**src/rtl/hs_uart_pkg.sv**
```systemverilog
package hs_uart_pkg;

  typedef enum logic [1:0] {
    FLOW_NONE    = 2'd0,
    FLOW_RTSCTS  = 2'd1,
    FLOW_DSRDTR  = 2'd2,
    FLOW_XONXOFF = 2'd3
  } flowMode_e;

  typedef enum logic [2:0] {
    TX_IDLE, TX_LEAD, TX_START, TX_DATA, TX_STOP
  } txState_e;

  typedef enum logic [2:0] {
    RX_IDLE, RX_START, RX_DATA, RX_STOP, RX_WAIT
  } rxState_e;

  // strobes from control to datapath
  typedef struct packed {
    logic txLoad;    // load shifter, restart tx tick count
    logic txShift;   // advance to next data bit
    logic rxCntClr;  // restart rx tick count, arm zero tracking
    logic rxSample;  // shift current line level into rx shifter
  } dpStrobe_t;

  // timing and line status from datapath to control
  typedef struct packed {
    logic txBitEnd;
    logic rxMid;
    logic rxBitEnd;
    logic rxLine;
  } dpStatus_t;

endpackage

```
**src/rtl/hs_uart_dp.sv**
```systemverilog
module hs_uart_dp
  import hs_uart_pkg::*;
#(
  parameter int DATA_W      = 8,
  parameter int OVERSAMPLE  = 16,
  parameter int SYNC_STAGES = 2
) (
  input  logic              clk,
  input  logic              rstN,
  input  logic              tick,
  input  logic              sevenBit,
  input  dpStrobe_t         strobe,
  input  logic [DATA_W-1:0] txDataIn,
  input  logic              rxdIn,
  input  logic              ctsIn,
  input  logic              dsrIn,
  input  logic              dcdIn,
  input  logic              riIn,
  output dpStatus_t         status,
  output logic              txBit,
  output logic [DATA_W-1:0] rxByte,
  output logic              rxAllZero,
  output logic              ctsSync,
  output logic              dsrSync,
  output logic              dcdSync,
  output logic              riSync
);

  localparam int CNT_W = (OVERSAMPLE > 2) ? $clog2(OVERSAMPLE) : 1;
  localparam logic [CNT_W-1:0] CNT_LAST = CNT_W'(OVERSAMPLE - 1);
  localparam logic [CNT_W-1:0] CNT_MID  = CNT_W'(OVERSAMPLE / 2 - 1);
  localparam int NSIG = 5;
  // the serial line idles high, modem inputs idle low
  localparam logic [NSIG-1:0] SYNC_RST = NSIG'(1);

  logic [NSIG-1:0] rawIn;
  logic [NSIG-1:0] syncOut;
  assign rawIn = {riIn, dcdIn, dsrIn, ctsIn, rxdIn};

  for (genvar s = 0; s < SYNC_STAGES; s++) begin : g_sync
    logic [NSIG-1:0] q;
    if (s == 0) begin : g_head
      always_ff @(posedge clk or negedge rstN)
        if (!rstN) q <= SYNC_RST;
        else       q <= rawIn;
    end else begin : g_tail
      always_ff @(posedge clk or negedge rstN)
        if (!rstN) q <= SYNC_RST;
        else       q <= g_sync[s-1].q;
    end
  end
  assign syncOut = g_sync[SYNC_STAGES-1].q;

  assign ctsSync = syncOut[1];
  assign dsrSync = syncOut[2];
  assign dcdSync = syncOut[3];
  assign riSync  = syncOut[4];

  // tick counters
  logic [CNT_W-1:0] txCnt, rxCnt;

  always_ff @(posedge clk or negedge rstN)
    if (!rstN)              txCnt <= '0;
    else if (strobe.txLoad) txCnt <= '0;
    else if (tick)          txCnt <= (txCnt == CNT_LAST) ? '0 : txCnt + 1'b1;

  always_ff @(posedge clk or negedge rstN)
    if (!rstN)                rxCnt <= '0;
    else if (strobe.rxCntClr) rxCnt <= '0;
    else if (tick)            rxCnt <= (rxCnt == CNT_LAST) ? '0 : rxCnt + 1'b1;

  assign status.txBitEnd = tick && (txCnt == CNT_LAST);
  assign status.rxMid    = tick && (rxCnt == CNT_MID);
  assign status.rxBitEnd = tick && (rxCnt == CNT_LAST);
  assign status.rxLine   = syncOut[0];

  // shifters
  logic [DATA_W-1:0] txShreg, rxShreg;

  always_ff @(posedge clk or negedge rstN)
    if (!rstN)               txShreg <= '0;
    else if (strobe.txLoad)  txShreg <= txDataIn;
    else if (strobe.txShift) txShreg <= {1'b0, txShreg[DATA_W-1:1]};

  assign txBit = txShreg[0];

  always_ff @(posedge clk or negedge rstN)
    if (!rstN)                rxShreg <= '0;
    else if (strobe.rxSample) rxShreg <= {status.rxLine, rxShreg[DATA_W-1:1]};

  always_ff @(posedge clk or negedge rstN)
    if (!rstN)                                  rxAllZero <= 1'b1;
    else if (strobe.rxCntClr)                   rxAllZero <= 1'b1;
    else if (strobe.rxSample && status.rxLine)  rxAllZero <= 1'b0;

  // a short word lands in the upper bits of the shifter
  assign rxByte = sevenBit ? {1'b0, rxShreg[DATA_W-1:1]} : rxShreg;

endmodule

```
**src/rtl/hs_uart_ctrl.sv**
```systemverilog
module hs_uart_ctrl
  import hs_uart_pkg::*;
#(
  parameter int DATA_W = 8,
  parameter logic [7:0] XON_CHAR  = 8'h11,
  parameter logic [7:0] XOFF_CHAR = 8'h13
) (
  input  logic              clk,
  input  logic              rstN,
  input  logic              sevenBit,
  input  flowMode_e         flowMode,
  input  logic              breakReq,
  input  logic              txValid,
  input  logic              rxAlmostFull,
  input  dpStatus_t         status,
  input  logic              txBit,
  input  logic [DATA_W-1:0] rxByte,
  input  logic              rxAllZero,
  input  logic              ctsSync,
  input  logic              dsrSync,
  output dpStrobe_t         strobe,
  output logic              txPop,
  output logic              txd,
  output logic              txEn,
  output logic              rxPush,
  output logic              rxBreak,
  output logic              rxFrameErr,
  output logic              rtsOut,
  output logic              dtrOut
);

  localparam int BIT_W = (DATA_W > 2) ? $clog2(DATA_W) : 1;
  localparam logic [DATA_W-1:0] XON_W  = DATA_W'(XON_CHAR);
  localparam logic [DATA_W-1:0] XOFF_W = DATA_W'(XOFF_CHAR);

  txState_e txState, txNext;
  rxState_e rxState, rxNext;
  logic [BIT_W-1:0] txIdx, rxIdx, lastIdx;
  logic paused, txAllow, txGo;
  logic stopMid, goodFrame, isXon, isXoff, ctrlChar;

  assign lastIdx = sevenBit ? BIT_W'(DATA_W - 2) : BIT_W'(DATA_W - 1);

  // ---------------- transmit ----------------
  always_comb begin
    case (flowMode)
      FLOW_RTSCTS:  txAllow = ctsSync;
      FLOW_DSRDTR:  txAllow = dsrSync;
      FLOW_XONXOFF: txAllow = !paused;
      default:      txAllow = 1'b1;
    endcase
  end

  assign txGo  = (txState == TX_IDLE) && txValid && txAllow && !breakReq;
  assign txPop = txGo;

  always_comb begin
    txNext         = txState;
    strobe.txLoad  = txGo;
    strobe.txShift = 1'b0;
    case (txState)
      TX_IDLE:  if (txGo) txNext = TX_LEAD;
      TX_LEAD:  if (status.txBitEnd) txNext = TX_START;
      TX_START: if (status.txBitEnd) txNext = TX_DATA;
      TX_DATA:  if (status.txBitEnd) begin
                  strobe.txShift = 1'b1;
                  if (txIdx == lastIdx) txNext = TX_STOP;
                end
      TX_STOP:  if (status.txBitEnd) txNext = TX_IDLE;
      default:  txNext = TX_IDLE;
    endcase
  end

  always_ff @(posedge clk or negedge rstN)
    if (!rstN) begin
      txState <= TX_IDLE;
      txIdx   <= '0;
    end else begin
      txState <= txNext;
      if (txState == TX_START && status.txBitEnd)     txIdx <= '0;
      else if (txState == TX_DATA && status.txBitEnd) txIdx <= txIdx + 1'b1;
    end

  always_comb begin
    if (breakReq) txd = 1'b0;
    else begin
      case (txState)
        TX_START: txd = 1'b0;
        TX_DATA:  txd = txBit;
        default:  txd = 1'b1;
      endcase
    end
  end

  assign txEn = (txState != TX_IDLE) || breakReq;

  // ---------------- receive ----------------
  always_comb begin
    rxNext          = rxState;
    strobe.rxCntClr = 1'b0;
    strobe.rxSample = 1'b0;
    case (rxState)
      RX_IDLE:  if (!status.rxLine) begin
                  strobe.rxCntClr = 1'b1;
                  rxNext = RX_START;
                end
      RX_START: if (status.rxMid && status.rxLine) rxNext = RX_IDLE;
                else if (status.rxBitEnd)          rxNext = RX_DATA;
      RX_DATA:  begin
                  strobe.rxSample = status.rxMid;
                  if (status.rxBitEnd && rxIdx == lastIdx) rxNext = RX_STOP;
                end
      RX_STOP:  if (status.rxMid) rxNext = status.rxLine ? RX_IDLE : RX_WAIT;
      RX_WAIT:  if (status.rxLine) rxNext = RX_IDLE;
      default:  rxNext = RX_IDLE;
    endcase
  end

  assign stopMid   = (rxState == RX_STOP) && status.rxMid;
  assign goodFrame = stopMid && status.rxLine;
  assign isXon     = (rxByte == XON_W);
  assign isXoff    = (rxByte == XOFF_W);
  assign ctrlChar  = (flowMode == FLOW_XONXOFF) && (isXon || isXoff);

  always_ff @(posedge clk or negedge rstN)
    if (!rstN) begin
      rxState    <= RX_IDLE;
      rxIdx      <= '0;
      rxPush     <= 1'b0;
      rxBreak    <= 1'b0;
      rxFrameErr <= 1'b0;
      paused     <= 1'b0;
    end else begin
      rxState    <= rxNext;
      if (rxState == RX_START && status.rxBitEnd)     rxIdx <= '0;
      else if (rxState == RX_DATA && status.rxBitEnd) rxIdx <= rxIdx + 1'b1;
      rxPush     <= goodFrame && !ctrlChar;
      rxBreak    <= stopMid && !status.rxLine && rxAllZero;
      rxFrameErr <= stopMid && !status.rxLine && !rxAllZero;
      if (flowMode != FLOW_XONXOFF)  paused <= 1'b0;
      else if (goodFrame && isXoff)  paused <= 1'b1;
      else if (goodFrame && isXon)   paused <= 1'b0;
    end

  // ---------------- handshake outputs ----------------
  assign rtsOut = (flowMode == FLOW_RTSCTS) ? !rxAlmostFull : 1'b1;
  assign dtrOut = (flowMode == FLOW_DSRDTR) ? !rxAlmostFull : 1'b1;

  // ---------------- assertions ----------------
  assert_line_low_enabled_R3: assert property (@(posedge clk) disable iff (!rstN)
    !txd |-> txEn);

  assert_pop_starts_frame_R3: assert property (@(posedge clk) disable iff (!rstN)
    txPop |=> (txEn && txd));

  assert_break_holds_low_R7: assert property (@(posedge clk) disable iff (!rstN)
    breakReq |-> (!txd && !txPop));

  assert_cts_blocks_R8: assert property (@(posedge clk) disable iff (!rstN)
    (flowMode == FLOW_RTSCTS && txState == TX_IDLE && !ctsSync) |=> (txState == TX_IDLE));

  assert_dsr_blocks_R9: assert property (@(posedge clk) disable iff (!rstN)
    (flowMode == FLOW_DSRDTR && txState == TX_IDLE && !dsrSync) |=> (txState == TX_IDLE));

  assert_no_ctrl_push_R10: assert property (@(posedge clk) disable iff (!rstN)
    (rxPush && $past(flowMode) == FLOW_XONXOFF) |-> (rxByte != XON_W && rxByte != XOFF_W));

  assert_rx_events_exclusive_R5: assert property (@(posedge clk) disable iff (!rstN)
    $onehot0({rxPush, rxBreak, rxFrameErr}));

endmodule

```
**src/rtl/hs_uart.sv**
```systemverilog
module hs_uart
  import hs_uart_pkg::*;
#(
  parameter int DATA_W      = 8,
  parameter int OVERSAMPLE  = 16,
  parameter int SYNC_STAGES = 2
) (
  input  logic              clk,
  input  logic              rstN,
  input  logic              tick16,
  input  logic              cfgSevenBit,
  input  logic [1:0]        cfgFlowMode,
  input  logic              cfgBreak,
  input  logic              txValid,
  input  logic [DATA_W-1:0] txData,
  output logic              txPop,
  output logic              txd,
  output logic              txEn,
  input  logic              rxd,
  output logic [DATA_W-1:0] rxData,
  output logic              rxPush,
  output logic              rxFrameErr,
  output logic              rxBreak,
  input  logic              rxAlmostFull,
  input  logic              ctsIn,
  input  logic              dsrIn,
  input  logic              dcdIn,
  input  logic              riIn,
  output logic              rtsOut,
  output logic              dtrOut,
  output logic              dcdOut,
  output logic              riOut
);

  dpStrobe_t strobe;
  dpStatus_t status;
  logic txBit, rxAllZero, ctsSync, dsrSync;

  hs_uart_dp #(
    .DATA_W(DATA_W), .OVERSAMPLE(OVERSAMPLE), .SYNC_STAGES(SYNC_STAGES)
  ) dp_i (
    .clk(clk), .rstN(rstN), .tick(tick16), .sevenBit(cfgSevenBit),
    .strobe(strobe), .txDataIn(txData),
    .rxdIn(rxd), .ctsIn(ctsIn), .dsrIn(dsrIn), .dcdIn(dcdIn), .riIn(riIn),
    .status(status), .txBit(txBit), .rxByte(rxData), .rxAllZero(rxAllZero),
    .ctsSync(ctsSync), .dsrSync(dsrSync), .dcdSync(dcdOut), .riSync(riOut)
  );

  hs_uart_ctrl #(.DATA_W(DATA_W)) ctrl_i (
    .clk(clk), .rstN(rstN), .sevenBit(cfgSevenBit),
    .flowMode(flowMode_e'(cfgFlowMode)), .breakReq(cfgBreak),
    .txValid(txValid), .rxAlmostFull(rxAlmostFull),
    .status(status), .txBit(txBit), .rxByte(rxData), .rxAllZero(rxAllZero),
    .ctsSync(ctsSync), .dsrSync(dsrSync),
    .strobe(strobe), .txPop(txPop), .txd(txd), .txEn(txEn),
    .rxPush(rxPush), .rxBreak(rxBreak), .rxFrameErr(rxFrameErr),
    .rtsOut(rtsOut), .dtrOut(dtrOut)
  );

endmodule

```
**config.mk**
```make
export PLATFORM = sky130hd
export DESIGN_NAME = hs_uart
export DESIGN_NICKNAME = d
export VERILOG_FILES = /design/src/rtl/hs_uart_pkg.sv /design/src/rtl/hs_uart_dp.sv /design/src/rtl/hs_uart_ctrl.sv /design/src/rtl/hs_uart.sv
export SDC_FILE = /design/constraint.sdc
export NUM_CORES = 1
export LEC_CHECK = 0
export ABC_AREA = 1
export ABC_CLOCK_PERIOD_IN_PS = 1300
export BUFFER_PORTS_ARGS = -buffer_cell sky130_fd_sc_hd__buf_2
export CORE_MARGIN = 5
export CORE_UTILIZATION = 51
export DETAILED_ROUTE_END_ITERATION = 6
export PLACE_DENSITY = 0.86
export SLEW_MARGIN = 10
export SYNTH_ARGS = -nofsm -noshare
export SYNTH_HDL_FRONTEND = slang
export SYNTH_SLANG_ARGS = --single-unit
export TNS_END_PERCENT = 20
```
**constraint.sdc**
```tcl
create_clock -name clk -period 1.3 [get_ports clk]
set_input_delay 0.26 -clock clk [delete_from_list [all_inputs] [get_ports clk]]
set_output_delay 0.26 -clock clk [all_outputs]
set_load 0.01 [all_outputs]
```
==> impl_summary.md, run 1 <==
Final layout
The most frequent standard cell in the layout excluding fill and tap cells is sky130_fd_sc_hd__nand2_1. The area overhead of the layout relative to synthesis is 35.6%. For this run, the post-layout net count is 418. Of the cells placed in the final design, the portion with a size suffix greater than 1 is 37.4%. The top cell types in the final layout, fill and taps aside, are sky130_fd_sc_hd__nand2_1, sky130_fd_sc_hd__dfrtp_1, sky130_fd_sc_hd__inv_1. The count of filler cells inserted in the layout is 335. The number of antenna diodes in the final layout is 0. The multi-input combinational cells in the finished layout cover a total of 1200 um^2. The sequential cell area is 1280 um^2. The final non-filler cell total is 460.

Synthesis
The count of synthesis-stage warnings from yosys is 0. By area, the combinational part of the netlist is dominated by simple AND/OR/NAND/NOR gates. The share of cell area taken by muxes after synthesis is 0%. Summing the areas of all xor and xnor instances in the mapped netlist gives 0.690% of the synthesized area. The number of enable-type register cells in the synthesized netlist is 0. Among all flip-flop cells after synthesis, the most frequent one is sky130_fd_sc_hd__dfrtp_1. The post-synthesis share of cell area spent on full adders, half adders and majority gates is 1.97%.

A synthesized cell averages 8.09 um^2. The number of cells produced by synthesis is 314. The post-synthesis sequential element count is 51.

The synthesized netlist devotes 28.1% of its cell area to simple gates. The summed instance area of the synthesized netlist is 2540 um^2. The number of distinct library cells after synthesis is 28. Of all flip-flops after synthesis, the portion carrying an async set or reset was 100%. The share of the Yosys chip area taken by registers is 50.4%. The share of the synthesized area in compound gates (AO/OA/AOI/OAI) is 9.56%.

The synthesized net count is 340.

Global routing
The maximum number of pins on one net before global-route repair is 23. The leftover overflow at the end of global routing is 0. The initial antenna violation count was 0.

The first global-routing pass estimated 9380 um of wire. The total routing usage reported by global routing is 18.4%. The via count of the first global-routing pass is 2187.

Floorplan
The initial core utilization is 53.1%. The overall die area is 6490 um^2. From left edge to right edge, the die measures 80.6 um. Pin placement for this block handled 40 I/O pins. The area of the core region is 4790 um^2. The floorplan has 25 rows. The floorplan step set the die height to 80.6 um.

Critical path
The origin of the worst setup path is ctrl_i.txState[2]$_DFFE_PN0P_. The capturing point of the worst reg2reg path is ctrl_i.rxState[2]$_DFFE_PN0P_. The flop-to-flop setup slack is -0.17 ns. At the worst endpoint, the arrival time is 1.33 ns. The number of buffers and inverters on the critical path is 2.

The setup path with the least slack is of type flop to output pin. The kind of cell with the highest combined delay along the critical path is flip-flops. The capture point of the critical path is txd. Walking the worst path, the cells encountered are nor2_4, buf_4, nand2_1, o21ai_1, nor2_1, buf_2. The cell type of the slowest stage on the worst timing path is sky130_fd_sc_hd__dfrtp_2.

The worst reg-to-reg path cell count is 10. The reg-to-reg critical path startpoint is dp_i.rxCnt[1]$_DFFE_PN0P_. The launching element type of the critical path is a flop.

The longest individual stage delay on the worst path is 0.45 ns. Along the worst path, the maximum fanout reaches 3. The element type at the critical path end is an output pin. The required time of the critical path is 1.04 ns. The cell depth of the worst setup path is 6.

Placement
The weighted congestion reported at the end of routability-driven placement is 0.837. The placed cell count is 444. The number of port buffers is 39. The post-DP HPWL is 3900 um.

Drt
The total DRC errors in the routed layout is 0. The first detailed-routing pass took 4 iterations. The violation count after the first detailed-routing iteration is 102.

The number of nets with antenna violations after detailed routing is 0. The routed length per instance is 14.0 um. The average via count per standard cell is 5.26. The routed via count is 2418.

The final wirelength is 6440 um.

Timing
The smallest setup slack after layout is -0.291 ns. The setup violation total in the final timing report is 45. Final hold analysis gives a worst-case slack of 0.0411 ns. The minimum clock period after layout is 1.59 ns. The worst-margin pin slew is 0.455 ns.

The relative slew slack is 69.7%. Based on the critical path, the design can be clocked at up to 0.628 GHz. The number of endpoints with negative hold slack in the final report came to 0. The fraction of the cycle the final worst path needs is 122%.

The count of pins over their slew limit came to 0. Setup repair after global routing could not meet its margin everywhere. Between clock sinks in the finished design, the worst skew comes to 0.00705 ns.

Clock network
Clock tree synthesis selected as its root buffer the cell sky130_fd_sc_hd__clkbuf_8. Counting the buffers created by CTS gives 5. The clock tree buffer depth is 2. For this design, the sink count on the clock tree is 51. The insertion delay of the later-clocked pin in the worst-skew pair is 0.31 ns.

Clock-pin slew was measured on the worst setup and hold paths at 0.09 ns. TritonCTS built the clock tree. The H-tree level count is 2.

Power
The leakage component of the power is 1.77 nW. The proportion of power drawn by combinational gates is 33.0%. The clock power share is 24.7%. The portion of total power attributed to sequential cells is 42.3%.

The fraction of power spent switching nets is 34.2%. The design draws 5.24 mW. The worst supply voltage drop on vdd is 0.000887 V. Summed over all nets, the switching power comes to 1.79 mW. The internal power contribution is 3.45 mW. The power per cell area is 1520 nW/um^2.

Job
The tool flagged a number of max-cap violations equal to 0.

Worst hold path
In this run the worst hold path is classified as input pin to flop.

Outcome
The flow ran to the end, but the final reports show violations. The checks that failed: negative setup slack.
## final cells by class
| type | count | area share, % |
|---|---|---|
| Clock inverter | 3 | 1.96 |
| Sequential cell | 51 | 37.2 |
| Clock buffer | 5 | 2.00 |
| Multi-Input combinational cell | 207 | 34.9 |
| Tap cell | 67 | 2.43 |
| Timing Repair Buffer | 75 | 15.7 |
| Inverter | 52 | 5.81 |
## power groups by stage
| stage | sequential (mW) | clock [mW] | combinational [mW] |
|---|---|---|---|
| 3_3_place_gp | 2.16 | 0 | 1.30 |
| 4_1_cts | 2.16 | 1.32 | 1.44 |
| 3_5_place_dp | 2.17 | 0 | 1.36 |
| 2_1_floorplan | 2.15 | 0 | 0.861 |
| 6_report | 2.21 | 1.30 | 1.73 |
| 5_1_grt | 2.25 | 1.38 | 1.92 |
## Yosys cell counts, types with 4 or more instances
cell | instances | area, um^2
sky130_fd_sc_hd__nand2_1 | 91 | 342
sky130_fd_sc_hd__dfrtp_1 | 48 | 1200
sky130_fd_sc_hd__inv_1 | 47 | 176
sky130_fd_sc_hd__nand3_1 | 25 | 125
sky130_fd_sc_hd__o21ai_0 | 24 | 120
sky130_fd_sc_hd__nor2_1 | 18 | 67.6
sky130_fd_sc_hd__a21oi_1 | 12 | 60.1
sky130_fd_sc_hd__inv_2 | 5 | 18.8
sky130_fd_sc_hd__nor2_4 | 5 | 56.3
sky130_fd_sc_hd__o21ai_1 | 5 | 25.0
sky130_fd_sc_hd__ha_1 | 4 | 50.1
## repair_timing
action                                  CTS  global route
hold endpoints to repair                 13             0
resized for setup                        24            51
hold buffers                              1             0
endpoints found under the setup margin   37            52
pin swaps                                 6            21
buffers inserted                          5             3
gates cloned                              0             1
## per-stage QoR
step	util (%)	area (um^2)	worst slack, ns	setup TNS [ns]
floorplan	-	2550	-0.00257	-0.00257
finish	71.9	3440	-0.291	-3.51
CTS	67.8	3240	-0.287	-2.47
global placement	63.0	3010	-0.0818	-0.0990
detailed placement	63.0	3010	-0.143	-0.891
global route	71.9	3440	-0.358	-7.15
## state kept, by name (all words and copies together) (netlist names)
name / flops
ctrl_i.rxIdx: 3
ctrl_i.paused: 1
ctrl_i.rxFrameErr: 1
dp_i.rxAllZero: 1
dp_i.rxShreg: 8
ctrl_i.rxBreak: 1
dp_i.txShreg: 8
dp_i.g_sync.q: 10
ctrl_i.rxPush: 1
ctrl_i.rxState: 3
dp_i.rxCnt: 4
ctrl_i.txState: 3
ctrl_i.txIdx: 3
dp_i.txCnt: 4
## metal layers
| metal | vias up | part of all wire [%] | GRT usage (%) |
|---|---|---|---|
| li1 | 1144 | - | - |
| met1 | 1145 | 40 | 23.2 |
| met2 | 104 | 50 | 31.0 |
| met3 | 25 | 6.3 | 3.59 |
| met4 | 0 | 3.6 | 6.76 |
| met5 | - | 0 | 0 |
## worst min-delay path by stage
stage,to,cells after the start,startpoint,slack (ns)
after CTS,dp_i.g_sync[0].q[0]$_DFF_PN1_,1,rxd,0.03
after global placement,dp_i.rxCnt[2]$_DFFE_PN0P_,1,rstN,0.22
after global routing,dp_i.g_sync[0].q[1]$_DFF_PN0_,1,ctsIn,0.03
after floorplan,ctrl_i.paused$_DFFE_PN0P_,0,rstN,-0.04
after detailed placement,dp_i.rxCnt[3]$_DFFE_PN0P_,1,rstN,0.23
final,dp_i.g_sync[0].q[0]$_DFF_PN1_,1,rxd,0.04
## cells by family after synthesis
kind of cell,count (synthesis)
compound gates,46
xor+xnor,2
fa+ha+maj,4
buf+inv,56
flops,51
simple gates,155
Power figures use the tool's default switching activity.
==> inputs of run 2 (changes only) <==
--- a/config.mk
+++ b/config.mk
@@ -8,10 +8,12 @@
 export ABC_AREA = 1
 export ABC_CLOCK_PERIOD_IN_PS = 1300
 export BUFFER_PORTS_ARGS = -buffer_cell sky130_fd_sc_hd__buf_2
+export CELL_PAD_IN_SITES_DETAIL_PLACEMENT = 0
+export CELL_PAD_IN_SITES_GLOBAL_PLACEMENT = 1
 export CORE_MARGIN = 5
-export CORE_UTILIZATION = 51
+export CORE_UTILIZATION = 30
 export DETAILED_ROUTE_END_ITERATION = 6
-export PLACE_DENSITY = 0.86
+export PLACE_DENSITY = 0.73
 export SLEW_MARGIN = 10
 export SYNTH_ARGS = -nofsm -noshare
 export SYNTH_HDL_FRONTEND = slang
==> run 2 against run 1 <==
Against the previous run:
- the run still ends with negative setup slack left
- core utilization down 29 points
- sequential share of layout area down 0.84 points
- fmax up 2.0%
- power down 6.1%
- cell count up 10%
- first-iteration DRC count down 41%
- critical endpoint is now txPop
==> impl_summary.md, run 2 (synthesis gave the netlist of run 1 again) <==
Outcome
The run finished, with violations left. The checks that failed: negative setup slack.

Critical path
The biggest fanout along the worst timing path is 4 (+1). The required time of the critical path is 1.04 ns (about the same). The launching element type of the critical path is a flop. The endpoint arrival time on the critical path was 1.30 ns (-0.03 ns). STA classifies the critical path endpoint as an output pin. The critical path in this run is classified as flop to output pin.

Final layout
The register containing the most flip-flops in the final layout is dp_i.g_sync.q. The number of nets at the end of the flow is 426 (+1.9%). The count of filler cells inserted in the layout is 835 (+150%). The top cell types in the final layout, fill and taps aside, are sky130_fd_sc_hd__nand2_1, sky130_fd_sc_hd__dfrtp_1, sky130_fd_sc_hd__inv_1. The core occupancy in the finished layout is 42.9% (-29 points). The multi-input gate area in the final layout is 1190 um^2 (-0.52%). The largest registers in the layout are dp_i.g_sync.q x10, dp_i.rxShreg x8, dp_i.txShreg x8.

The area overhead of the layout relative to synthesis is 38.8%. The post-route cell area is 3530 um^2 (+2.4%). The sequential cell area is 1280 um^2 (about the same). The share of post-route cells with drive strength above 1 was 39.7% (+2.2 points). The number of flip-flops in the largest register is 10 (unchanged).

The most frequent standard cell in the layout excluding fill and tap cells is sky130_fd_sc_hd__nand2_1. The antenna cell count came to 0 (unchanged).

Timing
The count of pins over their slew limit is 0 (unchanged). The number of endpoints with negative hold slack in the final report is 0 (unchanged). The aggregate negative setup slack is -3.25 ns (+0.253 ns). The minimum clock period after layout is 1.56 ns (-0.0311 ns). The fraction of the cycle the final worst path needs is 120% (-2.4 points). The final hold slack is 0.0483 ns (+0.00721 ns). The smallest setup slack after layout came to -0.260 ns (+0.0311 ns). The clock skew was 0.0113 ns (+0.00429 ns). Setup repair after global routing could not meet its margin everywhere. The worst-margin pin slew is 0.319 ns (-0.136 ns). The timing-limited maximum frequency came to 0.641 GHz (+2.0%).

The relative slew slack is 78.6% (+8.9 points). The setup violation total in the final timing report was 36 (-20%).

Power
The power per cell area is 1400 nW/um^2 (-8.3%). The leakage component of the power is 1.79 nW (+1.1%). The worst supply voltage drop on vdd is 0.000615 V (-31%).

Worst hold path
The class of the most critical hold timing path is input pin to flop.

Clock network
The number of CTS-inserted buffers is 5 (unchanged). The clock tree buffer depth is 2 (unchanged). The TritonCTS clock tree is built. The tree is rooted in a sky130_fd_sc_hd__clkbuf_8. The insertion delay of the later-clocked pin in the worst-skew pair is 0.31 ns (about the same). The clock sink total is 51 (unchanged).

The clock edge transition at the registers on the reported setup and hold paths was 0.10 ns (about the same). The H-tree level count is 2 (unchanged).

Drt
The number of nets with antenna violations after detailed routing is 0 (unchanged). The routed via count is 2198 (-9.1%). The routed length per instance was 10.7 um (-24%). The average via count per standard cell is 4.34 (-17%). The final wirelength is 5390 um (-16%). The total DRC errors in the routed layout was 0 (unchanged). The violation count after the first detailed-routing iteration is 60 (-41%). The number of iterations in the first detailed-routing pass is 4 (unchanged).

Floorplan
The number of standard-cell rows in the floorplan was 33 (+32%). The overall die area is 10400 um^2 (+60%). The die height is 102 um (+27%). The initial core utilization is 30.9% (-22 points). The top-level port count is 40 (unchanged). The area of the core region was 8220 um^2 (+72%). The die width is 102 um (+27%).

Global routing
The fraction of met1 tracks used by global routing is 14.2% (-9.0 points). The total routing usage reported by global routing was 10.6% (-7.7 points). The global-route wire length before repair was 9010 um (-3.9%). The leftover overflow at the end of global routing is 0 (unchanged). The via count of the first global-routing pass is 2104 (-3.8%). The met3 demand-to-capacity share in global routing is 3.07% (-0.52 points). The maximum number of pins on one net before global-route repair is 32 (+39%). met2 is the most crowded layer. The met2 global-route usage is 16.6% (-14 points). The initial antenna violation count is 0 (unchanged).

Placement
The cell area after placement is 3100 um^2 (+3.0%). The post-DP HPWL came to 3950 um (+1.3%). The setup slack after placement came to -0.153 ns (-0.00978 ns). The number of port buffers is 39 (unchanged). The weighted congestion reported at the end of routability-driven placement was 0.778 (-7.1%).

Job
The total of max-cap violations is 0 (unchanged).
[run 2: cell count changes in the layout (fill, tap and decap cells not counted), sizes merged]
cell | previous run | this run
clkinvlp | 1 | 0
bufinv | 2 | 1
buf | 73 | 82
clkbuf | 6 | 7
[run 2: worst max-delay path: stages, from the launching register on]
cell and delay [ns]:
sky130_fd_sc_hd__dfrtp_2 0.47, sky130_fd_sc_hd__inv_2 0.08, sky130_fd_sc_hd__nand3_2 0.09, sky130_fd_sc_hd__nor2_2 0.10
sky130_fd_sc_hd__nand2_2 0.10, sky130_fd_sc_hd__inv_4 0.07, sky130_fd_sc_hd__buf_6 0.09
[run 2: per-stage QoR]
step	instances	total power, mW
after floorplan	314	3.01
after global placement	486	3.52
after detailed placement	486	3.54
after CTS	499	4.79
after global routing	506	5.27
final	506	4.92
[run 2: repair_timing]
item	4_1_cts	5_1_grt
hold endpoints to repair	8	0
endpoints found under the setup margin	31	51
buffers inserted	5	7
gates resized for setup	35	50
pin swaps	11	15
hold buffers	1	0
[run 2: report_power, final]
| part | switching [mW] | internal (mW) |
|---|---|---|
| logic | 0.869 | 0.815 |
| clock network | 0.499 | 0.576 |
| registers | 0.251 | 1.91 |
| total | 1.62 | 3.30 |
[run 2: final timing paths]
kind	start	endpoint	slack, ns	cells past startpoint
min	rxd	dp_i.g_sync[0].q[0]$_DFF_PN1_	0.05	1
max reg2reg	ctrl_i.txState[1]$_DFFE_PN0P_	dp_i.txShreg[5]$_DFFE_PN0P_	-0.21	9
max	ctrl_i.txState[1]$_DFFE_PN0P_	txPop	-0.26	6
min reg2reg	dp_i.g_sync[0].q[2]$_DFF_PN0_	dp_i.g_sync[1].q[2]$_DFF_PN0_	0.35	0
max in group asynchronous	rstN	ctrl_i.txState[2]$_DFFE_PN0P_	0.45	3
min in group asynchronous	rstN	dp_i.g_sync[1].q[4]$_DFF_PN0_	0.37	2
[run 2: area by class of cell]
class	instances	area share, %
Clock buffer	7	2.16
Clock inverter	1	0.852
Inverter	52	5.75
Multi-Input combinational cell	207	33.9
Sequential cell	51	36.4
Tap cell	105	3.73
Timing Repair Buffer	83	17.2
[run 2: metal layers]
layer	vias up	share of wire, %
li1	1157	-
met1	996	48
met2	40	46
met3	5	5.0
met4	0	0.98
met5	-	0
==> inputs of run 3 (changes only) <==
--- a/config.mk
+++ b/config.mk
@@ -10,12 +10,13 @@
 export BUFFER_PORTS_ARGS = -buffer_cell sky130_fd_sc_hd__buf_2
 export CELL_PAD_IN_SITES_DETAIL_PLACEMENT = 0
 export CELL_PAD_IN_SITES_GLOBAL_PLACEMENT = 1
-export CORE_MARGIN = 5
+export CORE_MARGIN = 10
 export CORE_UTILIZATION = 30
 export DETAILED_ROUTE_END_ITERATION = 6
+export GPL_TIMING_DRIVEN = 0
 export PLACE_DENSITY = 0.73
 export SLEW_MARGIN = 10
 export SYNTH_ARGS = -nofsm -noshare
 export SYNTH_HDL_FRONTEND = slang
 export SYNTH_SLANG_ARGS = --single-unit
-export TNS_END_PERCENT = 20
+export TNS_END_PERCENT = 50
==> run 3 against run 2 <==
Against the previous run:
- the flow finishes with violations (negative hold slack, negative setup slack)
- setup slack got worse by 0.019 ns
- global-route usage fell by 1.5 points
- via count fell by 0.64%
- combinational power barely moved
- clock-buffer cell count fell by 1
- clock skew fell by 0.0021 ns
- clock power rose by 7%
- hold slack got worse by 0.074 ns
- critical path depth did not move
- routed wire length rose by 7.4%
==> impl_summary.md, run 3 (synthesis gave the netlist of run 1 again) <==
Outcome
The flow ran to the end, but the final reports show violations. The final reports fail on negative hold slack, negative setup slack.

Worst hold path
The tightest min-delay check is of the input pin to async pin type.

Power
The fraction of power spent switching nets came to 33.7% (+0.83 points). The worst supply voltage drop on vdd was 0.000808 V (+31%). The leakage component of the power is 1.71 nW (-4.8%). The clock power share is 23.1% (+1.3 points). The internal power contribution is 3.33 mW (+0.72%). The net switching power figure is 1.69 mW (+4.5%).

The power per cell area is 1450 nW/um^2 (+4.1%). The portion of total power attributed to sequential cells is 43.6% (-0.3 points). The proportion of power drawn by combinational gates was 33.4% (-0.8 points).

Drt
The routed length per instance came to 11.9 um (+11%). The number of iterations in the first detailed-routing pass is 4 (unchanged). The total DRC errors in the routed layout is 0 (unchanged).

The number of nets with antenna violations after detailed routing is 0 (unchanged). The routed via count is 2184 (-0.64%). The violation count after the first detailed-routing iteration is 62 (+3.3%). The average via count per standard cell is 4.48 (+3.0%). The final wirelength is 5790 um (+7.4%).

Final layout
The largest registers in the layout are dp_i.g_sync.q x10, dp_i.rxShreg x8, dp_i.txShreg x8. The register containing the most flip-flops in the final layout is dp_i.g_sync.q. Relative to the synthesized area, the layout overhead comes to 36.0%. The share of post-route cells with drive strength above 1 is 43.1% (+3.4 points). The most frequent standard cell in the layout excluding fill and tap cells is sky130_fd_sc_hd__nand2_1. The post-route cell area is 3450 um^2 (-2.1%). The count of filler cells inserted in the layout came to 837 (+0.24%). The number of flip-flops in the largest register is 10 (unchanged).

In the layout the commonest cells are sky130_fd_sc_hd__nand2_1, sky130_fd_sc_hd__dfrtp_1, sky130_fd_sc_hd__inv_1. The number of nets at the end of the flow was 408 (-4.2%). The antenna cell count came to 0 (unchanged). The final non-filler cell total is 488 (-3.6%).

Clock network
The H-tree level count came to 2 (unchanged). The clock edge transition at the registers on the reported setup and hold paths is 0.10 ns (about the same). The clock sink total is 51 (unchanged). The clock tree buffer depth is 2 (unchanged). The cell at the root of the clock tree is sky130_fd_sc_hd__clkbuf_8.

TritonCTS built the clock tree. The number of CTS-inserted buffers is 5 (unchanged). The insertion delay of the later-clocked pin in the worst-skew pair is 0.30 ns (about the same).

Job
The total of max-cap violations is 0 (unchanged).

Timing
The worst-margin pin slew is 0.650 ns (+0.331 ns). The relative slew slack was 56.7% (-22 points). The number of endpoints with negative hold slack in the final report was 39 (+39). The count of pins over their slew limit is 0 (unchanged). The final hold slack is -0.0258 ns (-0.0741 ns). The aggregate negative setup slack is -3.22 ns (+0.0353 ns). The fraction of the cycle the final worst path needs is 121% (+1.4 points). Setup repair after global routing could not meet its margin everywhere. The minimum clock period after layout is 1.58 ns (+0.0187 ns). The setup violation total in the final timing report came to 35 (-2.8%). The clock skew came to 0.00919 ns (-0.00215 ns).

The timing-limited maximum frequency was 0.633 GHz (-1.2%). The smallest setup slack after layout is -0.279 ns (-0.0187 ns).

Floorplan
The die width came to 112 um (+9.8%). The initial core utilization was 30.9% (unchanged). The top-level port count is 40 (unchanged). The overall die area is 12500 um^2 (+21%). The area of the core region came to 8220 um^2 (unchanged).

The die height is 112 um (+9.8%). The number of standard-cell rows in the floorplan is 33 (unchanged).

Critical path
The element type at the critical path end is an output pin. The required time of the critical path is 1.04 ns (about the same). The endpoint arrival time on the critical path is 1.32 ns (+0.02 ns).

The launching element type of the critical path is a flop. The biggest fanout along the worst timing path is 2 (-2). The setup path with the least slack is of type flop to output pin.

Placement
The weighted congestion reported at the end of routability-driven placement is 0.758 (-2.7%). The placed cell count is 457 (-6.0%). The post-DP HPWL is 3920 um (-0.79%). The number of port buffers is 38 (-2.6%). The cell area after placement is 2870 um^2 (-7.4%).

Global routing
The leftover overflow at the end of global routing is 0 (unchanged). The via count of the first global-routing pass is 2294 (+9.0%). The initial antenna violation count was 0 (unchanged). The total routing usage reported by global routing came to 9.14% (-1.5 points). The global-route wire length before repair was 10000 um (+11%). The maximum number of pins on one net before global-route repair is 52 (+63%).
run 3: cell types whose count changed in the layout (fill, tap and decap cells not counted), moves of 3 or more:
cell,delta
sky130_fd_sc_hd__o21ai_2,+6
sky130_fd_sc_hd__nand2_2,+8
sky130_fd_sc_hd__o21ai_1,-4
sky130_fd_sc_hd__nand2_1,-8
sky130_fd_sc_hd__nor2_1,-3
sky130_fd_sc_hd__nor2_4,+3
sky130_fd_sc_hd__buf_4,-15
run 3: final timing paths:
path | end | from | slack [ns] | cells past startpoint
setup / recovery | txd | ctrl_i.txState[0]$_DFFE_PN0P_ | -0.28 | 6
hold / removal | dp_i.rxCnt[2]$_DFFE_PN0P_ | rstN | -0.03 | 1
setup reg to reg | dp_i.txShreg[5]$_DFFE_PN0P_ | ctrl_i.txState[0]$_DFFE_PN0P_ | -0.12 | 8
hold reg to reg | dp_i.g_sync[1].q[3]$_DFF_PN0_ | dp_i.g_sync[0].q[3]$_DFF_PN0_ | 0.36 | 0
max in group asynchronous | ctrl_i.rxState[1]$_DFFE_PN0P_ | rstN | 0.84 | 1
min in group clk | dp_i.g_sync[0].q[0]$_DFF_PN1_ | rxd | 0.05 | 1
run 3: metrics by stage:
stage	utilization, %	hold slack [ns]	setup slack [ns]	total power, mW
floorplan	-	-0.0356	-0.00257	3.01
global placement	35.0	0.334	-0.210	3.29
detailed placement	35.0	0.336	-0.210	3.32
CTS	39.7	0.0384	-0.301	4.84
global route	42.0	0.0207	-0.346	5.41
finish	42.0	-0.0258	-0.279	5.02
run 3: worst max-delay path: stages (launching register included):
cell	delay [ns]
sky130_fd_sc_hd__dfrtp_2	0.44
sky130_fd_sc_hd__nor2_4	0.12
sky130_fd_sc_hd__buf_4	0.12
sky130_fd_sc_hd__nand2_1	0.05
sky130_fd_sc_hd__o21ai_1	0.09
sky130_fd_sc_hd__nor2_1	0.05
sky130_fd_sc_hd__buf_2	0.13
run 3: power groups by stage:
stage	Sequential (mW)	Clock [mW]	Combinational [mW]
final	2.19	1.16	1.67
after global routing	2.23	1.25	1.92
after detailed placement	2.20	0	1.12
after floorplan	2.15	0	0.861
after CTS	2.16	1.20	1.49
after global placement	2.19	0	1.10
run 3: area by class of cell:
type	count	area, um^2	share of cell area [%]
Buffer	4	41.3	1.20
Clock buffer	6	82.6	2.39
Clock inverter	2	35.0	1.01
Inverter	52	200	5.80
Multi-Input combinational cell	208	1280	37.0
Sequential cell	51	1280	37.2
Tap cell	105	131	3.80
Timing Repair Buffer	60	402	11.6
run 3: timing repair:
item	4_1_cts	5_1_grt
gates cloned	2	0
resized for setup	49	60
pin swaps	14	19
setup endpoints to repair	39	51
buffers inserted	18	3
hold buffers	0	0
hold endpoints to repair	0	0
run 3: metal layers:
layer / global-route usage [%] / up-vias / wire length (um)
li1: - / 1129 / -
met1: 11.6 / 1019 / 2830
met2: 14.6 / 32 / 2630
met3: 2.88 / 4 / 296
met4: 2.45 / 0 / 40
met5: 0 / - / 0
